==> src/rtl/rtpo_pkg.sv <==
package rtpo_pkg;

  localparam int NGRP     = 2;
  localparam int ADDR_W   = 3;
  localparam int PS_W     = 9;

  localparam int A_UNLOCK = 0;
  localparam int A_MODE   = 1;
  localparam int A_DATA   = 2;
  localparam int A_CSEL   = 4;
  localparam int A_RELOAD = 6;

  typedef struct packed {
    logic       en1;
    logic       en0;
    logic       pwm1;
    logic       pol0;
    logic [2:0] sel;
  } mode_t;

  localparam int MODE_W = $bits(mode_t);

  function automatic logic [PS_W-1:0] div_mask(input logic [1:0] cs);
    case (cs)
      2'b00:   return PS_W'(1);
      2'b01:   return PS_W'(15);
      2'b10:   return PS_W'(63);
      default: return PS_W'(511);
    endcase
  endfunction

  function automatic logic grp_active(input mode_t m, input int g);
    if (g == 0) return m.en0 && (m.sel == 3'b010 || m.sel == 3'b011);
    else        return m.en1 && (m.sel == 3'b001 || m.sel == 3'b011);
  endfunction

endpackage

==> src/rtl/rtpo_regs.sv <==
module rtpo_regs
  import rtpo_pkg::*;
#(
  parameter int GRP_W  = 4,
  parameter int CNT_W  = 8,
  parameter int DATA_W = 8
) (
  input  logic                        clk,
  input  logic                        rst_n,
  input  logic                        wr_en,
  input  logic [ADDR_W-1:0]           wr_addr,
  input  logic [DATA_W-1:0]           wr_data,
  output mode_t                       mode,
  output logic [NGRP-1:0][GRP_W-1:0]  data,
  output logic [NGRP-1:0][1:0]        csel,
  output logic [NGRP-1:0][CNT_W-1:0]  reload
);

  logic unlock_q;
  logic mode_wr;

  assign mode_wr = wr_en && (wr_addr == ADDR_W'(A_MODE));

  always_ff @(posedge clk) begin
    if (!rst_n) begin
      unlock_q <= 1'b0;
      mode     <= '0;
      data     <= '0;
      csel     <= '0;
      reload   <= '0;
    end else if (wr_en) begin
      if (wr_addr == ADDR_W'(A_UNLOCK)) unlock_q <= wr_data[0];
      if (mode_wr && unlock_q) mode <= mode_t'(wr_data[MODE_W-1:0]);
      for (int g = 0; g < NGRP; g++) begin
        if (wr_addr == ADDR_W'(A_DATA + g))   data[g]   <= wr_data[GRP_W-1:0];
        if (wr_addr == ADDR_W'(A_CSEL + g))   csel[g]   <= wr_data[1:0];
        if (wr_addr == ADDR_W'(A_RELOAD + g)) reload[g] <= wr_data[CNT_W-1:0];
      end
    end
  end


  lock_hold_chk: assert property (@(posedge clk) disable iff (!rst_n)
    (mode_wr && !unlock_q) |=> $stable(mode));

endmodule

==> src/rtl/rtpo_timer.sv <==
module rtpo_timer
  import rtpo_pkg::*;
#(
  parameter int CNT_W = 8
) (
  input  logic             clk,
  input  logic             rst_n,
  input  logic             run,
  input  logic [1:0]       cs,
  input  logic [CNT_W-1:0] reload,
  output logic             uf
);

  logic [PS_W-1:0]  ps_q;
  logic [CNT_W-1:0] cnt_q;
  logic [PS_W-1:0]  mask;
  logic             tick;

  assign mask = div_mask(cs);
  assign tick = run && ((ps_q & mask) == mask);
  assign uf   = tick && (cnt_q == '0);

  always_ff @(posedge clk) begin
    if (!rst_n) begin
      ps_q  <= '0;
      cnt_q <= '0;
    end else if (!run) begin
      ps_q  <= '0;
      cnt_q <= reload;
    end else begin
      ps_q <= ps_q + 1'b1;
      if (tick) cnt_q <= uf ? reload : cnt_q - 1'b1;
    end
  end


  reload_after_uf_chk: assert property (@(posedge clk) disable iff (!rst_n)
    uf |=> (cnt_q == $past(reload)));


  no_back_to_back_chk: assert property (@(posedge clk) disable iff (!rst_n)
    uf |=> !uf);

endmodule

==> src/rtl/rtpo_group.sv <==
module rtpo_group #(
  parameter int GRP_W   = 4,
  parameter bit HAS_POL = 1'b0,
  parameter bit HAS_PWM = 1'b0
) (
  input  logic             clk,
  input  logic             rst_n,
  input  logic             active,
  input  logic             uf,
  input  logic [GRP_W-1:0] data,
  input  logic             pol,
  input  logic             pwm_en,
  input  logic             gate,
  output logic [GRP_W-1:0] pins
);

  logic [GRP_W-1:0] latch_q;
  logic [GRP_W-1:0] shaped;
  logic [GRP_W-1:0] gated;
  logic             inv_eff;
  logic             mute;

  assign inv_eff = HAS_POL ? pol : 1'b0;
  assign mute    = HAS_PWM ? (pwm_en && !gate) : 1'b0;

  always_ff @(posedge clk) begin
    if (!rst_n)               latch_q <= '0;
    else if (!active || uf)   latch_q <= data;
  end

  assign shaped = inv_eff ? ~latch_q : latch_q;
  assign gated  = mute ? '0 : shaped;
  assign pins   = active ? gated : data;


  hold_between_uf_chk: assert property (@(posedge clk) disable iff (!rst_n)
    (active && !uf) |=> (latch_q == $past(latch_q)));

endmodule

==> src/rtl/rtpo_top.sv <==
module rtpo_top
  import rtpo_pkg::*;
#(
  parameter int GRP_W  = 4,
  parameter int CNT_W  = 8,
  parameter int DATA_W = 8
) (
  input  logic              clk,
  input  logic              rst_n,
  input  logic              wr_en,
  input  logic [2:0]        wr_addr,
  input  logic [DATA_W-1:0] wr_data,
  input  logic              pwm_gate,
  output logic [GRP_W-1:0]  pins0,
  output logic [GRP_W-1:0]  pins1
);

  mode_t                      mode;
  logic [NGRP-1:0][GRP_W-1:0] data;
  logic [NGRP-1:0][1:0]       csel;
  logic [NGRP-1:0][CNT_W-1:0] reload;
  logic [NGRP-1:0]            act;
  logic [NGRP-1:0]            uf;
  logic [NGRP-1:0]            pol_v;
  logic [NGRP-1:0]            pwm_v;
  logic [NGRP-1:0][GRP_W-1:0] pins;

  rtpo_regs #(.GRP_W(GRP_W), .CNT_W(CNT_W), .DATA_W(DATA_W)) u_regs (
    .clk     (clk),
    .rst_n   (rst_n),
    .wr_en   (wr_en),
    .wr_addr (wr_addr),
    .wr_data (wr_data),
    .mode    (mode),
    .data    (data),
    .csel    (csel),
    .reload  (reload)
  );

  assign pol_v = {1'b0, mode.pol0};
  assign pwm_v = {mode.pwm1, 1'b0};

  for (genvar g = 0; g < NGRP; g++) begin : g_grp
    assign act[g] = grp_active(mode, g);

    rtpo_timer #(.CNT_W(CNT_W)) u_tmr (
      .clk    (clk),
      .rst_n  (rst_n),
      .run    (act[g]),
      .cs     (csel[g]),
      .reload (reload[g]),
      .uf     (uf[g])
    );

    rtpo_group #(.GRP_W(GRP_W), .HAS_POL(g == 0), .HAS_PWM(g == 1)) u_grp (
      .clk    (clk),
      .rst_n  (rst_n),
      .active (act[g]),
      .uf     (uf[g]),
      .data   (data[g]),
      .pol    (pol_v[g]),
      .pwm_en (pwm_v[g]),
      .gate   (pwm_gate),
      .pins   (pins[g])
    );
  end

  assign pins0 = pins[0];
  assign pins1 = pins[1];


  both_need_sel3_chk: assert property (@(posedge clk) disable iff (!rst_n)
    (act[0] && act[1]) |-> (mode.sel == 3'b011));


  disabled_idle_chk: assert property (@(posedge clk) disable iff (!rst_n)
    (!mode.en0 || !mode.en1) |-> !(act[0] && act[1]));

endmodule

==> config.mk <==
export PLATFORM = sky130hd
export DESIGN_NAME = rtpo_top
export DESIGN_NICKNAME = d
export VERILOG_FILES = /design/src/rtl/rtpo_pkg.sv /design/src/rtl/rtpo_regs.sv /design/src/rtl/rtpo_timer.sv /design/src/rtl/rtpo_group.sv /design/src/rtl/rtpo_top.sv
export SDC_FILE = /design/constraint.sdc
export NUM_CORES = 1
export LEC_CHECK = 0
export ABC_CLOCK_PERIOD_IN_PS = 1800
export BUFFER_PORTS_ARGS = -buffer_cell sky130_fd_sc_hd__buf_2
export CAP_MARGIN = 10
export CORE_ASPECT_RATIO = 0.8
export CORE_MARGIN = 8
export CORE_UTILIZATION = 54
export DETAILED_ROUTE_END_ITERATION = 6
export PLACE_DENSITY_LB_ADDON = 0.12
export SYNTH_ARGS = -nofsm -noshare
export SYNTH_HDL_FRONTEND = slang
export SYNTH_SLANG_ARGS = --single-unit
==> constraint.sdc <==
create_clock -name clk -period 1.8 [get_ports clk]
set_clock_uncertainty 0.05 [all_clocks]
set_input_delay 0.54 -clock clk [delete_from_list [all_inputs] [get_ports clk]]
set_output_delay 0.54 -clock clk [all_outputs]
set_load 0.05 [all_outputs]
==> metrics.cfg, run 1 <==
[synth]
synth_area_leaders = dfxtp_1, nand2_1, mux2i_1
ys_warn_count = 0
synthCells = 447
ys_seq_area_share_pct = 42.4
synth_edf_count = 0
ys_ff_latch = 78
yosysTopAreaCell = dfxtp_1
netlist_area_sq_um = 3680
syn_avg_cell_area_sq_um = 8.23
synth_top_cell_area_share_pct = 42.4
synth-main-ff-cell = dfxtp_1
synth_cell_types = 57
postSynth.asyncResetShare_pct = 0
synthesis.nets = 468

[final_layout]
final_area_sq_um = 4730
insertedDiodeCount = 0
final_util_pct = 70.0
nets = 536
area_growth_pct = 28.6
layout_common_cells = nand2_1, dfxtp_1, nor2_1
layout_commonest_cell = nand2_1
n_fill_cell = 535
fin_cells = 606
drive_above_1_share_pct = 27.4

[worst_hold_path]
hold_path.class = input pin to flip-flop
hold_path_depth = 3

[drt]
wl_um = 9410
drt-initial-drc-count = 253
ant_nets = 0
drc = 0
via_per_inst = 5.71
dr_total_vias = 3462
first_pass_iters = 5
routedWlPerCell_um = 15.5

[worst_setup_path]
rrSetupSlack_ns = -0.09
path_max_fanout = 9
crit_type = flip-flop to output port
r2r_cells = 7
cp_top_family = buffers and inverters
worst-endpoint-required_ns = 1.21
crit_path_end = pins0[1]
reg2reg_to = g_grp[1].u_tmr.cnt_q[6]
cpMaxStageDelayCell = dfxtp_2
critical_path.startpoint = u_regs.mode[2]
path_buf_inv = 2
critical_path_cell_count = 4
worst_setup_path_start_kind = flip-flop
cp-end-kind = output port
slowest_delay_ns = 0.34
crit_arrival_ns = 1.39
crit_chain = nand3b_1 > buf_12 > o21ai_4 > buf_6
reg2reg_from = g_grp[1].u_tmr.cnt_q[0]

[floorplanning]
core-area_sq_um = 6760
die_x_um = 108
rows = 27
io_pins = 23
die_h_um = 89.8
die_area_sq_um = 9730
start_util_pct = 54.5

[sta]
period_share_pct = 110
tightest_slew_ns = 0.463
finalHoldViolCount = 0
setup_viol = 18
slew_viol_final = 0
setup_slack_ns = -0.185
period_needed_ns = 1.98
max_freq_mhz = 504
slew-limit-headroom_pct = 68.9
rsz0062_at_grt = yes

[global_route]
grt_use_total_pct = 19.1
grt_util_met3_pct = 4.49
grt_max_degree = 49
grt_pass1_wl_um = 15300
grtUsageMet1_pct = 26.7
overflow = 0
antenna_found_initial = 0
grt_pass1_vias = 3229
groute.layer.met2.usage_pct = 28.5
grt-busiest-layer = met2

[clock_network]
ctsHoldBuffers = 0
cts_tree = yes
clk_path_buf_depth = 2
cts-root-buf = clkbuf_8
path_clk_slew_ns = 0.08
clkLatencyLatePin_ns = 0.35
htreeDepth = 3
cts_sinks = 78
cts_made_buffers = 9

[placement]
gp_routability_congestion = 0.882
place_ws_ns = -0.143
io_buffer_count = 22
place_area_sq_um = 4230
dp_hpwl_um = 6370
place_inst = 581

[outcome]
status = finished, violations left
violations = setup timing

[flow_run]
drv_cap = 0

[power_and_ir_drop]
power.leakage_nw = 1.85
p_per_area_nw_per_um2 = 698
ir_worst_vdd_v = 0.000488

==> area by class of cell <==
cell class	count	area [sq um]	share of cell area, %
multi-input combinational	344	2220	47.0
sequential	78	1570	33.2
timing repair buffer	72	588	12.4
clock buffer	10	138	2.91
tap	87	109	2.30
clock inverter	5	60.1	1.27
inverter	10	40.0	0.846
==> cells by family (layout without fill, tap and decap cells) <==
logic type	count (synthesis)	after routing	synth area share [%]
AOI/OAI and AO/OA	92	92	16.1
xor gates and xnor gates	15	15	3.57
adders and majority gates	6	6	2.04
buffers and inverters	25	97	2.72
DFF	78	78	42.4
muxes	24	24	6.53
and+or+nand+nor	207	207	26.6
==> where the power goes <==
group | total [mW] | leakage (nW) | switching, mW | internal [mW]
Sequential | 1.76 | 0.633 | 0.0151 | 1.74
Clock | 1.32 | 0.0983 | 0.649 | 0.673
Combinational | 0.222 | 1.12 | 0.135 | 0.0876
==> worst min-delay path, delay by kind of cell <==
kind / cells / cell delay [ns]
simple gates: 1 / 0.05
compound gates: 1 / 0.05
buf+inv: 1 / 0.11
==> what timing repair did <==
| action | CTS | global route |
|---|---|---|
| cloned | 0 | 1 |
| pin swaps | 9 | 10 |
| gates resized for setup | 35 | 30 |
| buffers inserted | 6 | 3 |
| endpoints found under the setup margin | 27 | 30 |
==> state kept, by name, summed over array words and instances, names as in the netlist <==
register             count
g_grp.u_tmr.cnt_q       16
u_regs.reload           16
g_grp.u_tmr.ps_q        18
u_regs.csel              4
u_regs.unlock_q          1
u_regs.data              8
u_regs.mode              7
g_grp.u_grp.latch_q      8
==> worst min-delay path by stage <==
stage                      startpoint                 to  slack [ns]
floorplan           u_regs.reload[14]  u_regs.reload[14]        0.39
global placement     u_regs.reload[0]   u_regs.reload[0]        0.40
detailed placement   u_regs.reload[1]   u_regs.reload[1]        0.40
CTS                        wr_data[7]  u_regs.reload[15]        0.37
global route               wr_data[7]  u_regs.reload[15]        0.39
finish                     wr_data[7]  u_regs.reload[15]        0.38
==> synthesized netlist by cell type (3+ instances only) <==
library cell / n
nand2b_1: 4
or3_1: 5
nand2_1: 76
xnor2_1: 6
and2_1: 5
nand3b_1: 3
o21a_1: 3
dfxtp_1: 78
ha_1: 6
a21oi_1: 38
nand4_1: 6
o21ai_0: 14
o211ai_1: 5
mux2i_1: 24
inv_1: 10
nor2_1: 55
clkbuf_1: 12
and3_1: 4
xor2_1: 9
o22ai_1: 5
a21o_1: 3
nor3_1: 8
a32oi_1: 3
nand3_1: 21
==> stage by stage <==
step / setup TNS, ns / power (mW) / hold WS, ns
finish: -1.72 / 3.30 / 0.382
global route: -3.32 / 3.40 / 0.390
CTS: -1.31 / 3.31 / 0.373
detailed placement: -0.654 / 2.00 / 0.401
global placement: -0.218 / 1.99 / 0.395
floorplan: -0.0168 / 1.92 / 0.386
==> metal layers <==
metal | routed length, um | vias to the layer above
met4 | 61 | 0
li1 | - | 1710
met5 | 0 | -
met3 | 618 | 7
met2 | 4180 | 86
met1 | 4550 | 1659
Note: power is estimated with default switching activity, not from simulation.
==> inputs of run 2 (changes only) <==
--- a/config.mk
+++ b/config.mk
@@ -9,7 +9,6 @@
 export BUFFER_PORTS_ARGS = -buffer_cell sky130_fd_sc_hd__buf_2
 export CAP_MARGIN = 10
 export CORE_ASPECT_RATIO = 0.8
-export CORE_MARGIN = 8
 export CORE_UTILIZATION = 54
 export DETAILED_ROUTE_END_ITERATION = 6
 export PLACE_DENSITY_LB_ADDON = 0.12
==> run 2 against run 1 <==
Net effect: largest power group unchanged; the flow still finishes with violations (setup timing); wire length up 8.5%; final cell count unchanged; cell area up 2.1%; combinational power up 5%; register-to-register slack worse by 0.06 ns; critical endpoint is now pins1[1]; die area down 26%; first-iteration DRC count down 14%.
==> metrics.cfg, run 2 (synthesized netlist as in run 1, its figures left out) <==
[outcome]
status = finished, violations left
violations = setup timing

[placement]
dp_hpwl_um = 6680  ; +4.9%
gp_routability_congestion = 0.868  ; -1.6%
place_inst = 579  ; -0.34%
io_buffer_count = 22  ; unchanged
place_ws_ns = -0.166  ; -0.0225 ns

[drt]
first_pass_iters = 6  ; +1
dr_total_vias = 3542  ; +2.3%
via_per_inst = 5.84  ; +2.3%
ant_nets = 0  ; unchanged
routedWlPerCell_um = 16.8  ; +8.5%
drt-initial-drc-count = 217  ; -14%
drc = 0  ; unchanged
wl_um = 10200  ; +8.5%

[global_route]
grt_pass1_vias = 3276  ; +1.5%
overflow = 0  ; unchanged
grt_use_total_pct = 29.3  ; +10 points
grt_max_degree = 34  ; -31%
antenna_found_initial = 0  ; unchanged
grt_pass1_wl_um = 15900  ; +3.9%

[worst_setup_path]
worst_setup_path_start_kind = flip-flop
reg2reg_from = g_grp[1].u_tmr.cnt_q[0]
cp-end-kind = output port
crit_path_end = pins1[1]
crit_type = flip-flop to output port
cpMaxStageDelayCell = dfxtp_2
critical_path.startpoint = u_regs.mode[2]
reg2reg_to = g_grp[1].u_tmr.cnt_q[6]
crit_chain = buf_6 > nand3b_1 > nand2_1 > nand2_1 > buf_6
slowest_delay_ns = 0.34  ; about the same
path_max_fanout = 6  ; -3
rrSetupSlack_ns = -0.15  ; -0.06 ns
crit_arrival_ns = 1.46  ; +0.07 ns
worst-endpoint-required_ns = 1.21  ; about the same
r2r_cells = 7  ; unchanged

[clock_network]
htreeDepth = 3  ; unchanged
cts_tree = yes
clk_path_buf_depth = 2  ; unchanged
cts_sinks = 78  ; unchanged
cts-root-buf = clkbuf_8
clkLatencyLatePin_ns = 0.36  ; about the same
path_clk_slew_ns = 0.08  ; about the same
cts_made_buffers = 9  ; unchanged
ctsHoldBuffers = 0  ; unchanged

[floorplanning]
io_pins = 23  ; unchanged
core-area_sq_um = 6470  ; -4.2%
rows = 26  ; -3.7%
start_util_pct = 56.8  ; +2.4 points
die_h_um = 75.8  ; -16%
die_x_um = 94.3  ; -13%
die_area_sq_um = 7150  ; -26%

[sta]
slew-limit-headroom_pct = 56.6  ; -12 points
tightest_slew_ns = 0.646  ; +0.183 ns
finalHoldViolCount = 0  ; unchanged
setup_viol = 22  ; +4
period_needed_ns = 2.05  ; +0.0609 ns
rsz0062_at_grt = yes
max_freq_mhz = 489  ; -3.0%
setup_slack_ns = -0.246  ; -0.0609 ns
period_share_pct = 114  ; +3.4 points
slew_viol_final = 0  ; unchanged
whs_ns = 0.386  ; +0.00421 ns

[final_layout]
insertedDiodeCount = 0  ; unchanged
area_growth_pct = 31.3
layout_commonest_cell = dfxtp_1
layout_common_cells = dfxtp_1, nand2_1, nor2_1
top_register = g_grp.u_tmr.ps_q
n_fill_cell = 492  ; -8.0%
nets = 539  ; +0.56%
fin_cells = 606  ; unchanged
reg_top3 = g_grp.u_tmr.ps_q x18, g_grp.u_tmr.cnt_q x16, u_regs.reload x16
drive_above_1_share_pct = 29.1  ; +1.8 points
largest_reg_flops = 18  ; unchanged

[power_and_ir_drop]
ir_worst_vdd_v = 0.000469  ; -3.9%
finalPower_mw = 3.47  ; +5.0%
p_per_area_nw_per_um2 = 718  ; +2.9%
power.leakage_nw = 1.88  ; +1.6%

[worst_hold_path]
hold_path.class = input pin to flip-flop

[flow_run]
drv_cap = 0  ; unchanged

run 2: cell count changes in the layout (fill, tap and decap cells not counted), moves of 2 or more:
cell / before / now
nand2_1: 75 / 70
nand2_2: 1 / 6
buf_4: 40 / 42
buf_6: 14 / 17
dfxtp_2: 5 / 3
nor2_2: 5 / 3
a21oi_2: 5 / 7
a21oi_1: 34 / 31
dfxtp_1: 72 / 74
run 2: worst min path at each step:
stage / start / to / slack (ns) / depth (start not counted)
2_1_floorplan: u_regs.reload[14] / u_regs.reload[14] / 0.39 / 2
3_3_place_gp: u_regs.reload[0] / u_regs.reload[0] / 0.40 / 2
3_5_place_dp: u_regs.reload[13] / u_regs.reload[13] / 0.40 / 2
4_1_cts: wr_data[7] / u_regs.reload[7] / 0.39 / 3
5_1_grt: wr_data[7] / u_regs.reload[7] / 0.39 / 3
6_report: wr_data[7] / u_regs.reload[7] / 0.39 / 3
run 2: final cells by class:
type / count / area (sq um) / share of cell area [%]
well taps: 84 / 105 / 2.18
inverters: 10 / 40.0 / 0.829
flip-flops and latches: 78 / 1570 / 32.5
clock inverters: 5 / 83.8 / 1.74
repair buffers: 75 / 617 / 12.8
clock buffers: 10 / 138 / 2.85
multi-input cells: 344 / 2280 / 47.2
run 2: report_power, final:
part	internal [mW]	total, mW	switching [mW]
registers	1.74	1.76	0.0162
logic	0.0924	0.234	0.142
clock network	0.813	1.48	0.662
run 2: worst max-delay path, delay by kind of cell (launching register included):
family,cells,cell delay (ns)
buf+inv,2,0.26
flops,1,0.34
simple gates,3,0.50
run 2: through the flow:
step	util (%)	cell area, sq um	TNS (ns)
after global placement	65.4	4240	-0.181
after floorplan	-	3750	-0.0168
after global routing	74.6	4830	-4.04
after CTS	72.0	4660	-1.83
final	74.6	4830	-2.86
after detailed placement	65.4	4240	-1.08
run 2: timing repair:
action | CTS | global route
pin swaps | 15 | 18
endpoints found under the setup margin | 28 | 28
gates resized for setup | 42 | 33
buffers inserted | 6 | 6
run 2: metal layers:
| metal | vias to the layer above | track usage (%) | share of wire (%) |
|---|---|---|---|
| met2 | 98 | 46.7 | 46 |
| met3 | 14 | 7.49 | 5.6 |
| met5 | - | 0 | 0 |
| met1 | 1716 | 40.1 | 47 |
| met4 | 0 | 6.84 | 1.2 |
| li1 | 1714 | - | - |
